### config.mk
export PLATFORM = sky130hd
export DESIGN_NAME = uart_rx_recover
export DESIGN_NICKNAME = d
export VERILOG_FILES = /design/src/rtl/rxr_pkg.sv /design/src/rtl/rxr_sync.sv /design/src/rtl/rxr_start_search.sv /design/src/rtl/rxr_vote.sv /design/src/rtl/uart_rx_recover.sv
export SDC_FILE = /design/constraint.sdc
export NUM_CORES = 1
export LEC_CHECK = 0
export ABC_AREA = 1
export BUFFER_PORTS_ARGS = -buffer_cell sky130_fd_sc_hd__buf_2
export CELL_PAD_IN_SITES_DETAIL_PLACEMENT = 1
export CELL_PAD_IN_SITES_GLOBAL_PLACEMENT = 1
export CORE_UTILIZATION = 47
export CTS_CLUSTER_DIAMETER = 100
export DETAILED_ROUTE_END_ITERATION = 16
export PLACE_DENSITY_LB_ADDON = 0.15
export SYNTH_ARGS = -nofsm -noshare
export SYNTH_HDL_FRONTEND = slang
export SYNTH_HIERARCHICAL = 1
export SYNTH_SLANG_ARGS = --single-unit
export TNS_END_PERCENT = 50
### constraint.sdc
create_clock -name clk -period 3.2 [get_ports clk]
set_input_delay 0.64 -clock clk [delete_from_list [all_inputs] [get_ports clk]]
set_output_delay 0.64 -clock clk [all_outputs]
set_load 0.03 [all_outputs]
### src/rtl/rxr_pkg.sv
// Package: shared types and helper functions for the receive bit recovery block.
// Assumes three-sample voting throughout.
package rxr_pkg;

    typedef enum logic [1:0] {
        RX_SEARCH = 2'd0,
        RX_START  = 2'd1,
        RX_DATA   = 2'd2
    } rx_state_e;

    // Number of ones in a three-sample vote.
    function automatic logic [1:0] ones3(input logic [2:0] v);
        return {1'b0, v[0]} + {1'b0, v[1]} + {1'b0, v[2]};
    endfunction

endpackage

### src/rtl/rxr_sync.sv
// Module: multi-stage synchronizer for the receive line, advancing only on
// sample-enable ticks. Assumes an idle-high line (reset value 1).
module rxr_sync #(
    parameter int STAGES = 2
) (
    input  logic clk,
    input  logic rst_n,
    input  logic en,
    input  logic d,
    output logic q
);
    logic [STAGES-1:0] chain;

    // Shift the line through the stages on each enabled tick.
    always_ff @(posedge clk) begin
        if (!rst_n) begin
            chain <= '1;
        end else if (en) begin
            chain <= {chain[STAGES-2:0], d};
        end
    end

    assign q = chain[STAGES-1];
endmodule

### src/rtl/rxr_start_search.sv
// Module: phase-free start edge search. Reports a candidate edge when the
// current sample is 0 and the three previous samples were 1. The history is
// cleared whenever the search is inactive.
module rxr_start_search #(
    parameter int RUN = 3
) (
    input  logic clk,
    input  logic rst_n,
    input  logic en,
    input  logic active,
    input  logic sample,
    output logic edge_found
);
    logic [RUN-1:0] hist;

    // Keep the last RUN samples taken while searching.
    always_ff @(posedge clk) begin
        if (!rst_n) begin
            hist <= '0;
        end else if (!active) begin
            hist <= '0;
        end else if (en) begin
            hist <= {hist[RUN-2:0], sample};
        end
    end

    // Candidate edge: full run of ones followed by a zero.
    assign edge_found = active && (&hist) && !sample;
endmodule

### src/rtl/rxr_vote.sv
// Module: three-sample voter. Captures two samples on strobes and combines
// them with the live third sample. Reports the majority and disagreement.
module rxr_vote (
    input  logic clk,
    input  logic rst_n,
    input  logic en,
    input  logic take_a,
    input  logic take_b,
    input  logic sample,
    output logic maj,
    output logic split
);
    import rxr_pkg::*;

    logic       cap_a;
    logic       cap_b;
    logic [1:0] n_ones;

    // Capture the first two vote samples at their phases.
    always_ff @(posedge clk) begin
        if (!rst_n) begin
            cap_a <= 1'b0;
            cap_b <= 1'b0;
        end else if (en) begin
            if (take_a) cap_a <= sample;
            if (take_b) cap_b <= sample;
        end
    end

    // Count and classify the vote.
    always_comb begin
        n_ones = ones3({cap_a, cap_b, sample});
        maj    = (n_ones >= 2'd2);
        split  = (n_ones != 2'd0) && (n_ones != 2'd3);
    end
endmodule

### src/rtl/uart_rx_recover.sv
// Module: top of the oversampled receive bit recovery. Runs the start search,
// start verification, data voting and phase re-alignment. Assumes sample_en is
// a one-clock pulse at OSR times the baud rate; all state moves only on it.
module uart_rx_recover #(
    parameter int NBITS       = 8,
    parameter int OSR         = 16,
    parameter int SYNC_STAGES = 2
) (
    input  logic clk,
    input  logic rst_n,
    input  logic sample_en,
    input  logic rxd,
    output logic bit_data,
    output logic bit_valid,
    output logic noise,
    output logic start_ok,
    output logic start_bad
);
    import rxr_pkg::*;

    localparam int PW = $clog2(OSR + 1);
    localparam int CW = (NBITS > 1) ? $clog2(NBITS) : 1;
    localparam logic [PW-1:0] PH_FIRST = PW'(1);
    localparam logic [PW-1:0] PH_NEXT  = PW'(2);
    localparam logic [PW-1:0] PH_LAST  = PW'(OSR);
    localparam logic [PW-1:0] PH_S1    = PW'(OSR / 2 - 5);
    localparam logic [PW-1:0] PH_S2    = PW'(OSR / 2 - 3);
    localparam logic [PW-1:0] PH_S3    = PW'(OSR / 2 - 1);
    localparam logic [PW-1:0] PH_D1    = PW'(OSR / 2);
    localparam logic [PW-1:0] PH_D2    = PW'(OSR / 2 + 1);
    localparam logic [PW-1:0] PH_D3    = PW'(OSR / 2 + 2);
    localparam logic [CW-1:0] BIT_LAST = CW'(NBITS - 1);

    rx_state_e     state;
    logic [PW-1:0] phase;
    logic [CW-1:0] bitcnt;
    logic          prev_one;
    logic          last_s;
    logic          rx_s;
    logic          edge_found;
    logic          searching;
    logic          take_a;
    logic          take_b;
    logic          maj;
    logic          split;
    logic          fall;

    rxr_sync #(.STAGES(SYNC_STAGES)) u_sync (
        .clk   (clk),
        .rst_n (rst_n),
        .en    (sample_en),
        .d     (rxd),
        .q     (rx_s)
    );

    assign searching = (state == RX_SEARCH);

    rxr_start_search #(.RUN(3)) u_search (
        .clk        (clk),
        .rst_n      (rst_n),
        .en         (sample_en),
        .active     (searching),
        .sample     (rx_s),
        .edge_found (edge_found)
    );

    // Select the capture phases for the current vote kind.
    always_comb begin
        take_a = ((state == RX_START) && (phase == PH_S1)) ||
                 ((state == RX_DATA)  && (phase == PH_D1));
        take_b = ((state == RX_START) && (phase == PH_S2)) ||
                 ((state == RX_DATA)  && (phase == PH_D2));
    end

    rxr_vote u_vote (
        .clk    (clk),
        .rst_n  (rst_n),
        .en     (sample_en),
        .take_a (take_a),
        .take_b (take_b),
        .sample (rx_s),
        .maj    (maj),
        .split  (split)
    );

    assign fall = last_s && !rx_s;

    // Main sequencer: search, start check, data voting and re-alignment.
    always_ff @(posedge clk) begin
        if (!rst_n) begin
            state     <= RX_SEARCH;
            phase     <= PH_FIRST;
            bitcnt    <= '0;
            prev_one  <= 1'b0;
            last_s    <= 1'b1;
            bit_data  <= 1'b0;
            bit_valid <= 1'b0;
            noise     <= 1'b0;
            start_ok  <= 1'b0;
            start_bad <= 1'b0;
        end else begin
            bit_valid <= 1'b0;
            noise     <= 1'b0;
            start_ok  <= 1'b0;
            start_bad <= 1'b0;
            if (sample_en) begin
                last_s <= rx_s;
                unique case (state)
                    RX_SEARCH: begin
                        if (edge_found) begin
                            state <= RX_START;
                            phase <= PH_NEXT;
                        end
                    end
                    RX_START: begin
                        if (phase == PH_S3) begin
                            if (!maj) begin
                                start_ok <= 1'b1;
                                noise    <= split;
                                phase    <= phase + PW'(1);
                            end else begin
                                start_bad <= 1'b1;
                                state     <= RX_SEARCH;
                                phase     <= PH_FIRST;
                            end
                        end else if (phase == PH_LAST) begin
                            state    <= RX_DATA;
                            phase    <= PH_FIRST;
                            bitcnt   <= '0;
                            prev_one <= 1'b0;
                        end else begin
                            phase <= phase + PW'(1);
                        end
                    end
                    RX_DATA: begin
                        if (fall && prev_one && (phase <= PH_S3)) begin
                            phase <= PH_NEXT;
                        end else if (fall && prev_one && (phase > PH_D3)) begin
                            phase  <= PH_NEXT;
                            bitcnt <= bitcnt + CW'(1);
                        end else if (phase == PH_D3) begin
                            bit_valid <= 1'b1;
                            bit_data  <= maj;
                            noise     <= split;
                            prev_one  <= maj;
                            if (bitcnt == BIT_LAST) begin
                                state <= RX_SEARCH;
                                phase <= PH_FIRST;
                            end else begin
                                phase <= phase + PW'(1);
                            end
                        end else if (phase == PH_LAST) begin
                            phase  <= PH_FIRST;
                            bitcnt <= bitcnt + CW'(1);
                        end else begin
                            phase <= phase + PW'(1);
                        end
                    end
                    default: begin
                        state <= RX_SEARCH;
                        phase <= PH_FIRST;
                    end
                endcase
            end
        end
    end
endmodule

==> results.json <==
{
  "hp-class": "flip-flop to flip-flop",
  "status": "complete, no violations",
  "final_area_mm2": 0.00156,
  "cp.required_ns": 3.46,
  "hold_viol": 0,
  "max-clock-path-buffers": 2,
  "grt_usage_pct": 24.4,
  "rsz0062_at_grt": "false",
  "diodes": 0,
  "initial_core_util_pct": 51.6,
  "core_mm2": 0.00285,
  "synth_top_flop_cell": "dfxtp_1",
  "clock_skew_ns": 0.00840,
  "grt_antenna_before_repair": 0,
  "die_x_um": 58.0,
  "stdcell_count": 243,
  "synth_most_common_cell": "nand2_1",
  "vias": 1309,
  "wl_per_cell_um": 15.0,
  "io_buffers": 8,
  "ctsResizeCount": 0,
  "hold_slack_ns": 0.480,
  "grt_pass1_wl_um": 6210,
  "place_congestion": 0.879,
  "grt-ovfl-total": 0,
  "vias_per_cell": 5.39,
  "clock_latency_ns": 0.32,
  "drive_above_1_share_pct": 20.8,
  "wl_um": 3640,
  "fin_crit_sh_pct": 57.0,
  "ir_worst_vdd_mv": 0.229,
  "row_count": 19,
  "period_needed_ns": 1.82,
  "synth_area_leaders": "dfxtp_1 33%, nand2_1 10%, ha_1 9.4%, inv_1 5.9%, nor2_1 5.6%",
  "dieArea_mm2": 0.00336,
  "cts.sinks": 24,
  "synthCells": 203,
  "drtPass1Iterations": 4,
  "grt_pass1_vias": 1310,
  "synth_fp_nets": 219,
  "end_kind": "flip-flop",
  "p_leak_nw": 0.738,
  "utilization_pct": 54.6,
  "syn_area_mm2": 0.00147,
  "slew_violations": 0,
  "arrival_ns": 2.08,
  "cts_hold_buf": 0,
  "setup_viol": 0,
  "area_growth_syn_to_layout_pct": 5.78,
  "dp_slack_ns": 1.39,
  "max_freq_mhz": 549,
  "synth.yosys.warnings": 6,
  "cts_root_buf": "clkbuf_4",
  "postRouteAntennaNets": 0,
  "grt_max_degree": 20,
  "yosys.area.top_type": "dfxtp_1",
  "ys_seq_elements": 24,
  "io_pins": 9,
  "maxCapViolations": 0,
  "cts_max_level": 1,
  "critPathMaxFanout": 7,
  "crit_type": "flip-flop to flip-flop",
  "r2r_setup_slack_ns": 1.38,
  "async_reset_ff_share_pct": 0,
  "synth_common_cells": "41 x nand2_1, 24 x dfxtp_1, 23 x inv_1",
  "clk_pin_slew_worst_paths_ns": 0.13,
  "numCtsBuffers": 3,
  "timing.final.ws_setup_ns": 1.38,
  "synth_edf_count": 0,
  "tightest_slew_ns": 0.457,
  "cp-start-kind": "flip-flop",
  "drc": 0,
  "cts_tree": "built",
  "post-dp-hpwl_um": 2900,
  "dpl_cell_area_mm2": 0.00152,
  "cts_setup_buffers": 0,
  "synth_cell_types": 27,
  "fin_setup_tns_ns": 0,
  "synth_top_area_share_pct": 32.7,
  "ys_seq_area_share_pct": 32.7,
  "drt_first_iter_violations": 53,
  "nets": 229,
  "power.density_mw_per_mm2": 399,
  "die_y_um": 58.0,
  "max_slew_margin_pct": 69.3,
  "total_power_mw": 0.621,
  "postSynthAreaPerCell_um2": 7.25,
  "dp.cells": 239
}
report_power, final:
group	leakage (nW)	total, mW	switching, mW	internal, mW
registers	0.195	0.330	0.0156	0.315
clock network	0.0210	0.167	0.0977	0.0696
logic	0.522	0.124	0.0824	0.0411
routing by layer:
metal,wire length [µm],vias to the layer above,part of all wire [%],global-route usage [%]
met5,0,-,0,0
met4,35,0,0.96,7.14
met3,101,5,2.8,2.01
met2,1780,18,49,41.1
met1,1720,627,47,33.4
li1,-,659,-,-
flip-flops by register name, summed over array words and instances, names as in the netlist:
register	count
state	2
u_search/hist	3
last_s	1
bit_valid	1
u_vote/cap_a	1
bit_data	1
noise	1
phase	5
bitcnt	3
u_sync/chain	2
u_vote/cap_b	1
start_bad	1
prev_one	1
start_ok	1
final cells by class:
class | instances | area [µm²]
clock buffers | 4 | 36.3
fillers | 398 | 1300
inverters | 30 | 113
multi-input cells | 146 | 848
flip-flops and latches | 24 | 480
well taps | 31 | 38.8
repair buffers | 8 | 40.0
worst max-delay path, cell delays in order (launching register included):
cell     delay [ns]
dfxtp_1        0.40
inv_1          0.10
ha_1           0.27
nand3_1        0.11
nor2_1         0.05
o21ai_1        0.39
a21oi_1        0.08
nand2_1        0.15
o21ai_1        0.08
a21oi_1        0.13
layout by cell type, fill, tap and decap left out, drive strengths merged:
cell type / instances
nand3: 13
fa: 1
a311oi: 1
nand4: 5
buf: 8
ha: 11
clkbuf: 4
xor2: 2
clkinv: 1
o21ai: 10
dfxtp: 24
o22ai: 1
nor2: 29
nor3: 3
nand2: 53
a21oi: 17
inv: 29
path summary, 6_finish.rpt:
kind              depth (start not counted)            start              end
setup / recovery                          9         state[0]         state[0]
hold / removal                            2  u_sync/chain[0]  u_sync/chain[0]
setup reg to reg                          9         state[0]         state[0]
hold reg to reg                           2  u_sync/chain[0]  u_sync/chain[0]
cells by family after synthesis:
logic type	count (synthesis)	share of synthesized area (%)
simple gates	103	34.8
buf+inv	33	9.69
compound gates	29	11.0
flops	24	32.7
fa+ha+maj	12	10.7
xor+xnor	2	1.19
Note: power is estimated with default switching activity, not from simulation.
